### config.mk
export PLATFORM = sky130hd
export DESIGN_NAME = exc_state_regs
export DESIGN_NICKNAME = d
export VERILOG_FILES = /design/src/rtl/exc_state_regs.sv
export SDC_FILE = /design/constraint.sdc
export NUM_CORES = 1
export LEC_CHECK = 0
export BUFFER_PORTS_ARGS = -buffer_cell sky130_fd_sc_hd__buf_2
export CAP_MARGIN = 5
export CORE_MARGIN = 5
export CORE_UTILIZATION = 53
export DETAILED_ROUTE_END_ITERATION = 6
export PLACE_DENSITY = 0.86
export RECOVER_POWER = 25
export SLEW_MARGIN = 20
export SYNTH_ARGS = -nofsm -noshare
export SYNTH_HDL_FRONTEND = slang
export SYNTH_SLANG_ARGS = --single-unit
### constraint.sdc
create_clock -name clk -period 3.2 [get_ports clk]
set_input_delay 0 -clock clk [delete_from_list [all_inputs] [get_ports clk]]
set_output_delay 0 -clock clk [all_outputs]
set_load 0.02 [all_outputs]
### src/rtl/exc_state_regs.sv
module exc_state_regs #(
  parameter logic [31:0] HANDLER_VEC = 32'h8000_0080
) (
  input  logic        clk,
  input  logic        rst_n,
  input  logic        take_i,
  input  logic [3:0]  code_i,
  input  logic [31:0] fetch_pc_i,
  input  logic [4:0]  hw_irq_i,
  input  logic        eret_i,
  input  logic        sw_we_i,
  input  logic [1:0]  sw_sel_i,
  input  logic [31:0] sw_wdata_i,
  output logic [31:0] sw_rdata_o,
  output logic        irq_o,
  output logic [31:0] vec_o
);
  logic [31:0] epc;
  logic [3:0]  code;
  logic [4:0]  pend, hw_q, sw_clr, rise;
  logic [7:0]  mask;
  logic [5:0]  ks;

  wire wr_epc   = sw_we_i && sw_sel_i == 2'd0;
  wire wr_cause = sw_we_i && sw_sel_i == 2'd1;
  wire wr_stat  = sw_we_i && sw_sel_i == 2'd2;

  assign sw_clr = wr_cause ? ~sw_wdata_i[14:10] : 5'b0;
  assign rise   = hw_irq_i & ~hw_q;

  always_ff @(posedge clk) begin
    if (!rst_n) begin
      epc  <= '0;
      code <= '0;
      pend <= '0;
      hw_q <= '0;
      mask <= '0;
      ks   <= '0;
    end else begin
      hw_q <= hw_irq_i;
      pend <= hw_irq_i & ((pend & ~sw_clr) | rise);
      if (take_i) begin
        epc  <= fetch_pc_i - 32'd4;
        code <= code_i;
      end else if (wr_epc) begin
        epc <= sw_wdata_i;
      end
      if (wr_stat) mask <= sw_wdata_i[15:8];
      if (take_i)       ks <= {ks[3:0], 2'b00};
      else if (eret_i)  ks <= {ks[5:4], ks[5:2]};
      else if (wr_stat) ks <= sw_wdata_i[5:0];
    end
  end

  always_comb begin
    case (sw_sel_i)
      2'd0:    sw_rdata_o = epc;
      2'd1:    sw_rdata_o = {16'b0, 1'b0, pend, 4'b0, code, 2'b0};
      2'd2:    sw_rdata_o = {16'b0, mask, 2'b0, ks};
      default: sw_rdata_o = '0;
    endcase
  end

  assign irq_o = ks[0] && |(pend & mask[4:0]);
  assign vec_o = HANDLER_VEC;

  p_epc_saved_r2: assert property (@(posedge clk) disable iff (!rst_n)
    take_i |=> epc == $past(fetch_pc_i) - 32'd4);

  p_push_r3: assert property (@(posedge clk) disable iff (!rst_n)
    take_i |=> (ks[1:0] == 2'b00) && (ks[5:2] == $past(ks[3:0])));

  p_pop_r4: assert property (@(posedge clk) disable iff (!rst_n)
    (eret_i && !take_i) |=> (ks[5:4] == $past(ks[5:4])) && (ks[3:0] == $past(ks[5:2])));

  p_rise_sets_r6: assert property (@(posedge clk) disable iff (!rst_n)
    (rise != 5'b0) |=> ((pend & $past(rise)) == $past(rise)));

  p_drop_clears_r8: assert property (@(posedge clk) disable iff (!rst_n)
    1'b1 |=> (pend & ~$past(hw_irq_i)) == 5'b0);

  p_irq_needs_enable_r9: assert property (@(posedge clk) disable iff (!rst_n)
    irq_o |-> (sw_sel_i != 2'd2 || sw_rdata_o[0]));
endmodule

==> report_table.html, run 1 <==
<table>
<tr><th>Metric</th><th>Value</th></tr>
<tr><th colspan="2">Status</th></tr>
<tr><td>Run status</td><td>finished, final reports clean</td></tr>
<tr><th colspan="2">Global route</th></tr>
<tr><td>Wire length of the first global-routing pass</td><td>about 16000 um</td></tr>
<tr><td>Routing layer with the top usage in global route</td><td>met2</td></tr>
<tr><td>Initial antenna violation count</td><td>0</td></tr>
<tr><td>Largest net degree at the start of global routing</td><td>42</td></tr>
<tr><td>Met2 track demand over resource in global routing</td><td>between 40% and 50%</td></tr>
<tr><td>Via count of the first global-routing pass</td><td>~3.6k</td></tr>
<tr><td>Global-route usage over all layers</td><td>a little under a quarter</td></tr>
<tr><td>Global route overflow</td><td>0</td></tr>
<tr><td>Global-route met1 utilization</td><td>approximately a quarter</td></tr>
<tr><td>Met3 usage in global routing</td><td>7.53%</td></tr>
<tr><th colspan="2">Pwr</th></tr>
<tr><td>Internal</td><td>roughly 1500 uW</td></tr>
<tr><td>Lkg Pwr</td><td>roughly 0.0020 uW</td></tr>
<tr><td>Power share of the clock group</td><td>between 40 and 50%</td></tr>
<tr><td>Net load switching power</td><td>546 uW</td></tr>
<tr><td>Comb power frac</td><td>between 10% and 20%</td></tr>
<tr><td>Sequential share of power</td><td>40.4%</td></tr>
<tr><td>Power Density</td><td>421 nW/um2</td></tr>
<tr><td>Max VDD drop</td><td>roughly 0.22 mV</td></tr>
<tr><td>Net Sw Frac</td><td>27.0%</td></tr>
<tr><th colspan="2">Drt</th></tr>
<tr><td>Detailed-route vias per instance</td><td>5.23</td></tr>
<tr><td>Average wire per cell in the routed design</td><td>between 15 and 20 um</td></tr>
<tr><td>Number of antenna-violating nets in the routed design</td><td>0</td></tr>
<tr><td>DRT Pass-1 Iters</td><td>5</td></tr>
<tr><td>Number of vias in the routed layout</td><td>roughly 3.5k</td></tr>
<tr><td>First DRT Iteration DRCs</td><td>139</td></tr>
<tr><td>Drt total wl</td><td>~10000 um</td></tr>
<tr><td>DRC errors left</td><td>0</td></tr>
<tr><th colspan="2">Clocking</th></tr>
<tr><td>Clock sink count</td><td>60</td></tr>
<tr><td>H-tree depth</td><td>3</td></tr>
<tr><td>Maximum clock insertion buffer count</td><td>2</td></tr>
<tr><td>TritonCTS clock tree</td><td>built</td></tr>
<tr><td>Worst-Skew Late Latency</td><td>between 0.3 and 0.4 ns</td></tr>
<tr><td>TritonCTS buffer count</td><td>9</td></tr>
<tr><td>Buffer type at the clock tree root</td><td>clkbuf_8</td></tr>
<tr><td>Clk slew on worst S/H paths</td><td>0.07 ns</td></tr>
<tr><th colspan="2">Timing</th></tr>
<tr><td>Achievable clock frequency</td><td>0.459 GHz</td></tr>
<tr><td>Hold violation count in the final report</td><td>0</td></tr>
<tr><td>Max-slew violations</td><td>0</td></tr>
<tr><td>Final worst path period need</td><td>roughly 2.2 ns</td></tr>
<tr><td>Headroom to the max-slew limit</td><td>between 20% and 30%</td></tr>
<tr><td>Maximum clock skew at final layout</td><td>0.00892 ns</td></tr>
<tr><td>PnR worst setup slack</td><td>roughly 1.0 ns</td></tr>
<tr><td>Post-route clock period utilization</td><td>68.0%</td></tr>
<tr><td>RSZ-0062 raised after global routing</td><td>false</td></tr>
<tr><td>Final-layout setup total negative slack</td><td>0 ns</td></tr>
<tr><td>Final setup violation count</td><td>0</td></tr>
<tr><td>Transition at the pin with the smallest max-transition slack</td><td>between 1 and 1.5 ns</td></tr>
<tr><th colspan="2">Layout</th></tr>
<tr><td>Final instance area</td><td>about 4800 um2</td></tr>
<tr><td>Final net count</td><td>around 660</td></tr>
<tr><td>Non-filler instance count after layout</td><td>a little under 700</td></tr>
<tr><td>Antenna diode instance count</td><td>0</td></tr>
<tr><td>Fraction of layout instances using a drive strength above 1</td><td>24.6%</td></tr>
<tr><td>Number of filler instances in the final layout</td><td>around 560</td></tr>
<tr><td>Synth-to-layout area growth</td><td>28.4%</td></tr>
<tr><td>Post-Route Utilization</td><td>a little over two thirds</td></tr>
<tr><th colspan="2">Floorplanning</th></tr>
<tr><td>Placeable core region</td><td>between 6000 and 7000 um2</td></tr>
<tr><td>Area of the die</td><td>a little under 9000 um2</td></tr>
<tr><td>Number of top-level design ports</td><td>145</td></tr>
<tr><td>Effective utilization at floorplan</td><td>between 50% and 60%</td></tr>
<tr><td>Die Span X</td><td>between 90 and 100 um</td></tr>
<tr><td>Number of placement rows</td><td>30</td></tr>
<tr><td>Die outline height</td><td>~94 um</td></tr>
<tr><th colspan="2">Critical path</th></tr>
<tr><td>Critical path class</td><td>in -&gt; reg</td></tr>
<tr><td>Data required time of the worst path</td><td>3.42 ns</td></tr>
<tr><td>Worst Path Arrival</td><td>approximately 2.4 ns</td></tr>
<tr><td>Nature of the critical path startpoint</td><td>input port</td></tr>
<tr><td>Max FO, Critical Path</td><td>8</td></tr>
<tr><td>Category of the worst setup path capture point</td><td>register</td></tr>
<tr><th colspan="2">Logic synthesis</th></tr>
<tr><td>Sequential area share after synthesis</td><td>between 30 and 40%</td></tr>
<tr><td>Number of flops mapped to enable cells by yosys</td><td>0</td></tr>
<tr><td>Cell type with the highest aggregate area in the netlist</td><td>dfxtp_1</td></tr>
<tr><td>Ys async rst share</td><td>0%</td></tr>
<tr><td>Cell Area, Synth</td><td>about 3700 um2</td></tr>
<tr><td>Top cell types by occurrence after synthesis</td><td>dfxtp_1, nand2_1, a21oi_1, buf_4, o21ai_0</td></tr>
<tr><td>Most frequently used flop master after synthesis</td><td>dfxtp_1</td></tr>
<tr><td>Avg Inst Size Synth</td><td>~8.4 um2</td></tr>
<tr><td>Flip-flop and latch count after synthesis</td><td>60</td></tr>
<tr><td>Top-area cell type share of the netlist area</td><td>around a third</td></tr>
<tr><td>Yosys synthesis warning count</td><td>0</td></tr>
<tr><td>Count leader, synth</td><td>dfxtp_1</td></tr>
<tr><td>Cell count after synthesis</td><td>~440</td></tr>
<tr><td>Top cells by area, synth</td><td>dfxtp_1, buf_4, mux2i_1</td></tr>
<tr><td>Count of distinct cell types in the synthesized netlist</td><td>46</td></tr>
<tr><th colspan="2">Job</th></tr>
<tr><td>Number of max-cap violations</td><td>0</td></tr>
<tr><th colspan="2">Min path</th></tr>
<tr><td>Hold/Removal Path Class</td><td>in -&gt; reg</td></tr>
<tr><th colspan="2">Placed design</th></tr>
<tr><td>Post-detailed-placement cell area</td><td>between 4000 and 5000 um2</td></tr>
<tr><td>Buffers on Ports</td><td>about 110</td></tr>
<tr><td>Detail Placement HPWL</td><td>about 7000 um</td></tr>
<tr><td>Last weighted congestion value of the routability-driven placer</td><td>roughly 0.83</td></tr>
<tr><td>Cell Count Post-Placement</td><td>between 600 and 700</td></tr>
<tr><td>Worst slack at placement</td><td>roughly 1.2 ns</td></tr>
</table>
## path summary, 6_finish.rpt
check                      start       to  slack, ns  cells after the start
hold / removal            eret_i    ks[0]       0.02                      3
setup reg to reg         epc[23]  epc[23]       2.20                      3
setup / recovery  fetch_pc_i[20]  epc[31]       1.02                      7
hold reg to reg          hw_q[4]  pend[4]       0.42                      1
## kinds of logic (layout without fill, tap and decap cells)
kind of cell	count (synthesis)	count (layout)	synth area share [%]
fa+ha+maj	1	1	0.335
simple gates	139	139	21.3
buf+inv	66	175	10.9
other cells	2	32	0.201
flops	60	60	32.2
mux	47	47	13.4
xor+xnor	26	26	6.10
compound gates	101	101	15.5
## final cells by class
type	count	area (um2)	area share (%)
Sequential cell	60	1200	25.1
Clock inverter	6	113	2.35
Inverter	3	11.3	0.235
Timing Repair Buffer	156	980	20.5
Multi-Input combinational cell	346	2240	46.7
Tap cell	96	120	2.51
Clock buffer	10	128	2.66
## power by group through the flow
| stage | registers (uW) | clock network (uW) | logic [uW] |
|---|---|---|---|
| 2_1_floorplan | 823 | 0 | 250 |
| 6_report | 816 | 831 | 371 |
| 3_3_place_gp | 829 | 0 | 318 |
| 4_1_cts | 815 | 850 | 367 |
| 3_5_place_dp | 831 | 0 | 327 |
| 5_1_grt | 820 | 874 | 404 |
## state kept, by name, indices dropped and copies added (netlist names)
name / count
ks: 6
pend: 5
mask: 8
code: 4
epc: 32
hw_q: 5
## routing by layer
metal  share of wire, %  up-vias
li1                   -     1735
met1                 41     1647
met2                 50      140
met3                7.7       22
met4                1.6        0
met5                  0        -
## stage by stage
stage / hold WS [ns] / power [uW]
after global placement: 0.222 / 1150
after CTS: 0.00132 / 2030
after detailed placement: 0.227 / 1160
final: 0.0153 / 2020
after global routing: 0.00881 / 2100
after floorplan: 0.103 / 1070
## critical path: stages
cell           delay, ns
dlygate4sd3_1       0.56
buf_2               0.15
or4_4               0.55
or3_1               0.56
nor4_4              0.34
xnor2_1             0.16
a21oi_2             0.07
## timing repair
item | 4_1_cts | 5_1_grt
gates resized for setup | 0 | 0
buffers inserted | 0 | 0
hold endpoints to repair | 41 | 0
hold buffers | 41 | 0
## cells in the final DEF (no fill, tap or decap), types with 3 or more instances in the layout
master	synthesis	layout
nor4_2	4	4
clkbuf_1	17	10
and2_0	0	13
nor3_1	8	8
a21oi_1	35	35
conb_1	2	32
bufinv_16	0	3
nand3_1	4	4
a211oi_1	17	17
xnor2_1	23	23
xor2_1	3	3
buf_2	7	104
nor4_1	5	5
o21ai_0	32	32
a21boi_0	6	6
o21ai_1	6	6
nor2b_1	10	10
clkbuf_8	0	9
nor4_4	3	3
nor2_1	26	26
dlygate4sd3_1	0	41
dfxtp_1	60	60
or3_1	3	3
and2_1	24	10
mux2_1	18	18
mux2i_1	22	22
nand2_1	39	39
mux2_2	7	7
(Power assumes the default switching activity.)
==> run 2: changes to the inputs <==
--- a/config.mk
+++ b/config.mk
@@ -8,9 +8,9 @@
 export BUFFER_PORTS_ARGS = -buffer_cell sky130_fd_sc_hd__buf_2
 export CAP_MARGIN = 5
 export CORE_MARGIN = 5
-export CORE_UTILIZATION = 53
+export CORE_UTILIZATION = 49
 export DETAILED_ROUTE_END_ITERATION = 6
-export PLACE_DENSITY = 0.86
+export PLACE_DENSITY = 0.8
 export RECOVER_POWER = 25
 export SLEW_MARGIN = 20
 export SYNTH_ARGS = -nofsm -noshare
==> constraint.sdc (replaced) <==
create_clock -name clk -period 2.1 [get_ports clk]
set_input_delay 0 -clock clk [delete_from_list [all_inputs] [get_ports clk]]
set_output_delay 0 -clock clk [all_outputs]
set_load 0.02 [all_outputs]
==> report_table.html, run 2 (synthesis gave the netlist of run 1 again) <==
<table>
<tr><th>Metric</th><th>Value</th></tr>
<tr><th colspan="2">Drt</th></tr>
<tr><td>Drt total wl</td><td>between 10000 and 15000 um</td></tr>
<tr><td>Number of vias in the routed layout</td><td>about 3.5k</td></tr>
<tr><td>Number of antenna-violating nets in the routed design</td><td>0</td></tr>
<tr><td>Detailed-route vias per instance</td><td>5.09</td></tr>
<tr><td>Average wire per cell in the routed design</td><td>~15 um</td></tr>
<tr><td>DRT Pass-1 Iters</td><td>4</td></tr>
<tr><td>DRC errors left</td><td>0</td></tr>
<tr><td>First DRT Iteration DRCs</td><td>about 170</td></tr>
<tr><th colspan="2">Min path</th></tr>
<tr><td>HP Start</td><td>fetch_pc_i[16]</td></tr>
<tr><td>Hold/Removal Path Class</td><td>in -&gt; reg</td></tr>
<tr><th colspan="2">Critical path</th></tr>
<tr><td>Critical path class</td><td>in -&gt; reg</td></tr>
<tr><td>Launching element of the worst setup path</td><td>fetch_pc_i[26]</td></tr>
<tr><td>Buffers &amp; Inverters on Critical Path</td><td>2</td></tr>
<tr><td>Cells along the critical path</td><td>dlygate4sd3_1 &gt; buf_2 &gt; or4_1 &gt; or3_1 &gt; nor4_2 &gt; xnor2_1 &gt; a21oi_1</td></tr>
<tr><td>Nature of the critical path startpoint</td><td>input port</td></tr>
<tr><td>Data required time of the worst path</td><td>approximately 2.3 ns</td></tr>
<tr><td>Max incr delay on CP</td><td>about 0.6 ns</td></tr>
<tr><td>Critical Path Slowest Stage Cell</td><td>or4_1</td></tr>
<tr><td>Reg2reg start</td><td>epc[26]</td></tr>
<tr><td>Category of the worst setup path capture point</td><td>register</td></tr>
<tr><td>Kind of cell adding the most delay to the critical path</td><td>simple AND/OR/NAND/NOR gates</td></tr>
<tr><td>Max FO, Critical Path</td><td>4</td></tr>
<tr><td>Worst Path Arrival</td><td>2.17 ns</td></tr>
<tr><th colspan="2">Floorplanning</th></tr>
<tr><td>Number of top-level design ports</td><td>approximately 150</td></tr>
<tr><td>Placeable core region</td><td>7330 um2</td></tr>
<tr><td>Die outline height</td><td>approximately 100 um</td></tr>
<tr><td>Area of the die</td><td>roughly 9500 um2</td></tr>
<tr><td>Effective utilization at floorplan</td><td>between 50 and 60%</td></tr>
<tr><td>Number of placement rows</td><td>31</td></tr>
<tr><td>Die Span X</td><td>around 100 um</td></tr>
<tr><th colspan="2">Status</th></tr>
<tr><td>Failing checks</td><td>negative hold slack</td></tr>
<tr><td>Run status</td><td>finished with violations</td></tr>
<tr><th colspan="2">Pwr</th></tr>
<tr><td>Net load switching power</td><td>approximately 810 uW</td></tr>
<tr><td>Lkg Pwr</td><td>between 0.002 and 0.0025 uW</td></tr>
<tr><td>Max VDD drop</td><td>between 0.2 and 0.3 mV</td></tr>
<tr><td>Power Density</td><td>between 500 and 600 nW/um2</td></tr>
<tr><td>Power share of the clock group</td><td>around 34%</td></tr>
<tr><td>Comb power frac</td><td>slightly above 20%</td></tr>
<tr><td>Sequential share of power</td><td>a little under half</td></tr>
<tr><td>Net Sw Frac</td><td>roughly 30%</td></tr>
<tr><td>Internal</td><td>~1900 uW</td></tr>
<tr><th colspan="2">Timing</th></tr>
<tr><td>RSZ-0062 raised after global routing</td><td>false</td></tr>
<tr><td>Headroom to the max-slew limit</td><td>between 40% and 50%</td></tr>
<tr><td>Final-layout setup total negative slack</td><td>0 ns</td></tr>
<tr><td>Transition at the pin with the smallest max-transition slack</td><td>0.851 ns</td></tr>
<tr><td>Final setup violation count</td><td>0</td></tr>
<tr><td>Maximum clock skew at final layout</td><td>between 0.001 and 0.0015 ns</td></tr>
<tr><td>PnR worst setup slack</td><td>0.123 ns</td></tr>
<tr><td>Max-slew violations</td><td>0</td></tr>
<tr><td>Final worst path period need</td><td>about 2.0 ns</td></tr>
<tr><td>Achievable clock frequency</td><td>approximately 0.51 GHz</td></tr>
<tr><td>Post-route clock period utilization</td><td>between 90% and 100%</td></tr>
<tr><td>Hold_ws</td><td>-0.00239 ns</td></tr>
<tr><td>Hold violation count in the final report</td><td>1</td></tr>
<tr><th colspan="2">Layout</th></tr>
<tr><td>Most frequent cells in the layout</td><td>buf_2, dfxtp_1, nand2_1</td></tr>
<tr><td>Max FFs per register</td><td>32</td></tr>
<tr><td>Synth-to-layout area growth</td><td>26.8%</td></tr>
<tr><td>Final net count</td><td>approximately 660</td></tr>
<tr><td>Largest registers</td><td>epc (32), mask (8), ks (6)</td></tr>
<tr><td>Leading cell type in the layout, fill and taps excluded</td><td>buf_2</td></tr>
<tr><td>Top register by number of flip-flops</td><td>epc</td></tr>
<tr><td>Fraction of layout instances using a drive strength above 1</td><td>between 20% and 30%</td></tr>
<tr><td>Number of filler instances in the final layout</td><td>slightly above 600</td></tr>
<tr><td>Non-filler instance count after layout</td><td>roughly 700</td></tr>
<tr><td>Antenna diode instance count</td><td>0</td></tr>
<tr><th colspan="2">Clocking</th></tr>
<tr><td>Buffer type at the clock tree root</td><td>clkbuf_8</td></tr>
<tr><td>Maximum clock insertion buffer count</td><td>2</td></tr>
<tr><td>Setup bufs post-CTS</td><td>0</td></tr>
<tr><td>TritonCTS clock tree</td><td>built</td></tr>
<tr><td>TritonCTS buffer count</td><td>9</td></tr>
<tr><td>H-tree depth</td><td>3</td></tr>
<tr><td>Clock sink count</td><td>60</td></tr>
<tr><td>Worst-Skew Late Latency</td><td>between 0.3 and 0.4 ns</td></tr>
<tr><td>Clk slew on worst S/H paths</td><td>roughly 0.070 ns</td></tr>
<tr><th colspan="2">Placed design</th></tr>
<tr><td>Detail Placement HPWL</td><td>approximately 7200 um</td></tr>
<tr><td>Buffers on Ports</td><td>roughly 110</td></tr>
<tr><td>Worst slack at placement</td><td>around 0.18 ns</td></tr>
<tr><td>Cell Count Post-Placement</td><td>roughly 630</td></tr>
<tr><td>Last weighted congestion value of the routability-driven placer</td><td>between 0.8 and 0.9</td></tr>
<tr><th colspan="2">Global route</th></tr>
<tr><td>Global route overflow</td><td>0</td></tr>
<tr><td>Initial antenna violation count</td><td>0</td></tr>
<tr><td>Wire length of the first global-routing pass</td><td>between 15000 and 20000 um</td></tr>
<tr><td>Largest net degree at the start of global routing</td><td>45</td></tr>
<tr><td>Via count of the first global-routing pass</td><td>approximately 3.6k</td></tr>
<tr><td>Global-route usage over all layers</td><td>a little over a fifth</td></tr>
<tr><th colspan="2">Job</th></tr>
<tr><td>Number of max-cap violations</td><td>0</td></tr>
</table>
==> run 2: cell types whose count changed in the layout (fill, tap and decap cells not counted), sizes merged <==
cell | previous run | this run
clkinv | 4 | 3
dlygate4sd3 | 41 | 35
clkinvlp | 0 | 2
buf | 106 | 116
bufinv | 3 | 0
==> run 2: path summary, 6_finish.rpt <==
path         endpoint  slack [ns]  cells past startpoint
max           epc[30]        0.12                      7
min           epc[16]      -0.002                      3
max reg2reg   epc[26]        1.14                      3
min reg2reg   pend[3]        0.41                      1
==> run 2: timing repair <==
| action | in CTS | in global routing |
|---|---|---|
| resized for setup | 0 | 1 |
| hold buffers | 35 | 0 |
| hold endpoints to repair | 35 | 0 |
| setup endpoints to repair | 0 | 3 |
==> run 2: power groups by stage <==
stage	Combinational, uW	Sequential [uW]	Clock, uW
2_1_floorplan	381	1250	0
4_1_cts	562	1240	930
5_1_grt	617	1250	991
6_report	561	1240	919
3_5_place_dp	510	1270	0
3_3_place_gp	500	1260	0
==> run 2: cell type report <==
cell class                      count  area [um2]  share of cell area, %
Clock buffer                       12         145                   3.07
Clock inverter                      4        25.0                  0.529
Inverter                            3        11.3                  0.238
Multi-Input combinational cell    346        2240                   47.4
Sequential cell                    60        1200                   25.4
Tap cell                           99         124                   2.62
Timing Repair Buffer              158         981                   20.7
==> run 2: worst reg2reg max path: cells and delay by family, from the launching register on <==
kind	cells	cell delay, ns
flip-flops	1	0.31
multiplexers	1	0.27
AO/OA/AOI/OAI	2	0.23
==> run 2: per-layer routing <==
layer	global-route usage (%)	wire, um	share of wire (%)	up-vias
met5	0	0	0	-
met4	5.43	130	1.3	0
met3	6.96	756	7.4	15
met2	36.0	4880	48	131
met1	26.5	4420	43	1583
li1	-	-	-	1741
==> run 2: metrics by stage <==
stage               instance area [um2]  util [%]  power, uW  hold WS [ns]
floorplan                          3840         -       1630         0.103
global placement                   4230      57.7       1760         0.220
detailed placement                 4230      57.7       1780         0.227
CTS                                4750      64.8       2740      0.000255
global route                       4730      64.5       2860        0.0132
finish                             4730      64.5       2720      -0.00239
==> run 3: changes to the inputs <==
--- a/config.mk
+++ b/config.mk
@@ -7,9 +7,10 @@
 export LEC_CHECK = 0
 export BUFFER_PORTS_ARGS = -buffer_cell sky130_fd_sc_hd__buf_2
 export CAP_MARGIN = 5
-export CORE_MARGIN = 5
+export CORE_MARGIN = 3
 export CORE_UTILIZATION = 49
 export DETAILED_ROUTE_END_ITERATION = 6
+export MAX_ROUTING_LAYER = met4
 export PLACE_DENSITY = 0.8
 export RECOVER_POWER = 25
 export SLEW_MARGIN = 20
==> constraint.sdc (replaced) <==
create_clock -name clk -period 2.1 [get_ports clk]
set_input_delay 0 -clock clk [delete_from_list [all_inputs] [get_ports clk]]
set_output_delay 0 -clock clk [all_outputs]
set_load 0.05 [all_outputs]
==> report_table.html, run 3 (synthesis gave the netlist of run 1 again) <==
<table>
<tr><th>Metric</th><th>Value</th></tr>
<tr><th colspan="2">Timing</th></tr>
<tr><td>Maximum clock skew at final layout</td><td>around 0.003 ns</td></tr>
<tr><td>Transition at the pin with the smallest max-transition slack</td><td>between 0.7 and 0.8 ns</td></tr>
<tr><td>Final worst path period need</td><td>1.95 ns</td></tr>
<tr><td>Final-layout setup total negative slack</td><td>0 ns</td></tr>
<tr><td>Achievable clock frequency</td><td>0.514 GHz</td></tr>
<tr><td>Headroom to the max-slew limit</td><td>a little under half</td></tr>
<tr><td>Post-route clock period utilization</td><td>slightly above 90%</td></tr>
<tr><td>Max-slew violations</td><td>0</td></tr>
<tr><td>PnR worst setup slack</td><td>between 0.15 and 0.2 ns</td></tr>
<tr><td>Final setup violation count</td><td>0</td></tr>
<tr><td>Hold violation count in the final report</td><td>0</td></tr>
<tr><td>RSZ-0062 raised after global routing</td><td>false</td></tr>
<tr><th colspan="2">Layout</th></tr>
<tr><td>Antenna diode instance count</td><td>0</td></tr>
<tr><td>Combined area of the multi-input logic cells</td><td>~2200 um2</td></tr>
<tr><td>Fraction of layout instances using a drive strength above 1</td><td>26.9%</td></tr>
<tr><td>Final net count</td><td>about 670</td></tr>
<tr><td>Synth-to-layout area growth</td><td>29.6%</td></tr>
<tr><td>Number of filler instances in the final layout</td><td>637</td></tr>
<tr><td>Top register by number of flip-flops</td><td>epc</td></tr>
<tr><td>Max FFs per register</td><td>32</td></tr>
<tr><td>Most frequent cells in the layout</td><td>buf_2, dfxtp_1, dlygate4sd3_1</td></tr>
<tr><td>Area of all sequential standard cells</td><td>roughly 1200 um2</td></tr>
<tr><td>Leading cell type in the layout, fill and taps excluded</td><td>buf_2</td></tr>
<tr><td>Largest registers</td><td>epc (32), mask (8), ks (6)</td></tr>
<tr><th colspan="2">Floorplanning</th></tr>
<tr><td>Die Span X</td><td>93.3 um</td></tr>
<tr><td>Effective utilization at floorplan</td><td>50.9%</td></tr>
<tr><td>Number of placement rows</td><td>31</td></tr>
<tr><td>Number of top-level design ports</td><td>145</td></tr>
<tr><td>Die outline height</td><td>about 93 um</td></tr>
<tr><td>Placeable core region</td><td>around 7300 um2</td></tr>
<tr><td>Area of the die</td><td>8700 um2</td></tr>
<tr><th colspan="2">Clocking</th></tr>
<tr><td>Maximum clock insertion buffer count</td><td>2</td></tr>
<tr><td>H-tree depth</td><td>3</td></tr>
<tr><td>Buffer type at the clock tree root</td><td>clkbuf_8</td></tr>
<tr><td>TritonCTS buffer count</td><td>9</td></tr>
<tr><td>Clk slew on worst S/H paths</td><td>0.08 ns</td></tr>
<tr><td>Setup bufs post-CTS</td><td>0</td></tr>
<tr><td>TritonCTS clock tree</td><td>built</td></tr>
<tr><td>Clock sink count</td><td>60</td></tr>
<tr><td>Worst-Skew Late Latency</td><td>about 0.34 ns</td></tr>
<tr><th colspan="2">Drt</th></tr>
<tr><td>Number of antenna-violating nets in the routed design</td><td>0</td></tr>
<tr><td>Average wire per cell in the routed design</td><td>approximately 15 um</td></tr>
<tr><td>Drt total wl</td><td>about 10000 um</td></tr>
<tr><td>Routed metal-1 wire length</td><td>around 4200 um</td></tr>
<tr><td>Met2 Routed Length</td><td>between 5000 and 6000 um</td></tr>
<tr><td>DRC errors left</td><td>0</td></tr>
<tr><td>DRT Pass-1 Iters</td><td>4</td></tr>
<tr><td>Met3 wirelength from detailed routing</td><td>680 um</td></tr>
<tr><td>First DRT Iteration DRCs</td><td>130</td></tr>
<tr><td>Highest layer used for signal routing</td><td>met4</td></tr>
<tr><td>Number of vias in the routed layout</td><td>3595</td></tr>
<tr><td>Detailed-route vias per instance</td><td>about 5.2</td></tr>
<tr><th colspan="2">Critical path</th></tr>
<tr><td>Category of the worst setup path capture point</td><td>register</td></tr>
<tr><td>Max FO, Critical Path</td><td>4</td></tr>
<tr><td>Path depth of the worst reg2reg path</td><td>3</td></tr>
<tr><td>Nature of the critical path startpoint</td><td>input port</td></tr>
<tr><td>Worst Path Arrival</td><td>between 2 and 2.5 ns</td></tr>
<tr><td>Critical path class</td><td>in -&gt; reg</td></tr>
<tr><td>Data required time of the worst path</td><td>2.32 ns</td></tr>
<tr><th colspan="2">Pwr</th></tr>
<tr><td>Overall power of the completed layout</td><td>3000 uW</td></tr>
<tr><td>Power Density</td><td>slightly above 600 nW/um2</td></tr>
<tr><td>Lkg Pwr</td><td>roughly 0.0021 uW</td></tr>
<tr><td>Max VDD drop</td><td>~0.36 mV</td></tr>
<tr><th colspan="2">Min path</th></tr>
<tr><td>Worst hold stages</td><td>3</td></tr>
<tr><td>Hold/Removal Path Class</td><td>in -&gt; reg</td></tr>
<tr><th colspan="2">Global route</th></tr>
<tr><td>Via count of the first global-routing pass</td><td>~3.7k</td></tr>
<tr><td>Initial antenna violation count</td><td>0</td></tr>
<tr><td>Global-route usage over all layers</td><td>about 24%</td></tr>
<tr><td>Wire length of the first global-routing pass</td><td>around 17000 um</td></tr>
<tr><td>Largest net degree at the start of global routing</td><td>35</td></tr>
<tr><td>Global route overflow</td><td>0</td></tr>
<tr><th colspan="2">Status</th></tr>
<tr><td>Run status</td><td>finished, final reports clean</td></tr>
<tr><th colspan="2">Placed design</th></tr>
<tr><td>Worst slack at placement</td><td>between 0.15 and 0.2 ns</td></tr>
<tr><td>Buffers on Ports</td><td>about 110</td></tr>
<tr><td>Last weighted congestion value of the routability-driven placer</td><td>0.875</td></tr>
<tr><td>Detail Placement HPWL</td><td>roughly 6900 um</td></tr>
<tr><th colspan="2">Job</th></tr>
<tr><td>Number of max-cap violations</td><td>0</td></tr>
</table>
## run 3: report_power, final
part	internal, uW	switching (uW)
registers	1210	36.1
clock network	553	502
logic	255	450
## run 3: layout make-up
cell class,instances,share of cell area [%]
Clock buffer,9,2.56
Clock inverter,7,1.58
Inverter,3,0.233
Multi-Input combinational cell,346,46.4
Sequential cell,60,24.8
Tap cell,99,2.56
Timing Repair Buffer,165,21.9
## run 3: layer usage
| metal | vias to the layer above | track usage, % |
|---|---|---|
| met3 | 17 | 4.18 |
| met4 | 0 | 9.28 |
| met1 | 1678 | 27.8 |
| li1 | 1753 | - |
| met2 | 147 | 42.6 |
| met5 | - | - |
## run 3: critical path: stages
cell,delay (ns)
dlygate4sd3_1,0.54
buf_2,0.14
or4_1,0.60
or4_1,0.48
nor4_4,0.16
xnor2_1,0.17
a21oi_2,0.08
## run 3: repair_timing
action | 4_1_cts | 5_1_grt
hold buffers | 43 | 0
gates resized for setup | 0 | 1
endpoints found under the setup margin | 0 | 6
endpoints found under the hold margin | 43 | 0
## run 3: path summary, 6_finish.rpt
check,start,to,slack [ns]
worst max-delay path,fetch_pc_i[26],epc[31],0.15
worst min-delay path,fetch_pc_i[11],epc[11],0.005
worst max register to register,epc[27],epc[27],1.14
worst min register to register,hw_q[3],pend[3],0.42
## run 3: metrics by stage
| step | area, um2 | util (%) | hold WS [ns] | instances |
|---|---|---|---|---|
| 6_report | 4840 | 66.0 | 0.00499 | 689 |
| 4_1_cts | 4840 | 66.0 | 0.00103 | 689 |
| 5_1_grt | 4840 | 66.0 | 0.0247 | 689 |
| 3_5_place_dp | 4210 | 57.4 | 0.228 | 630 |
| 2_1_floorplan | 3840 | - | 0.103 | 472 |
| 3_3_place_gp | 4210 | 57.4 | 0.223 | 630 |
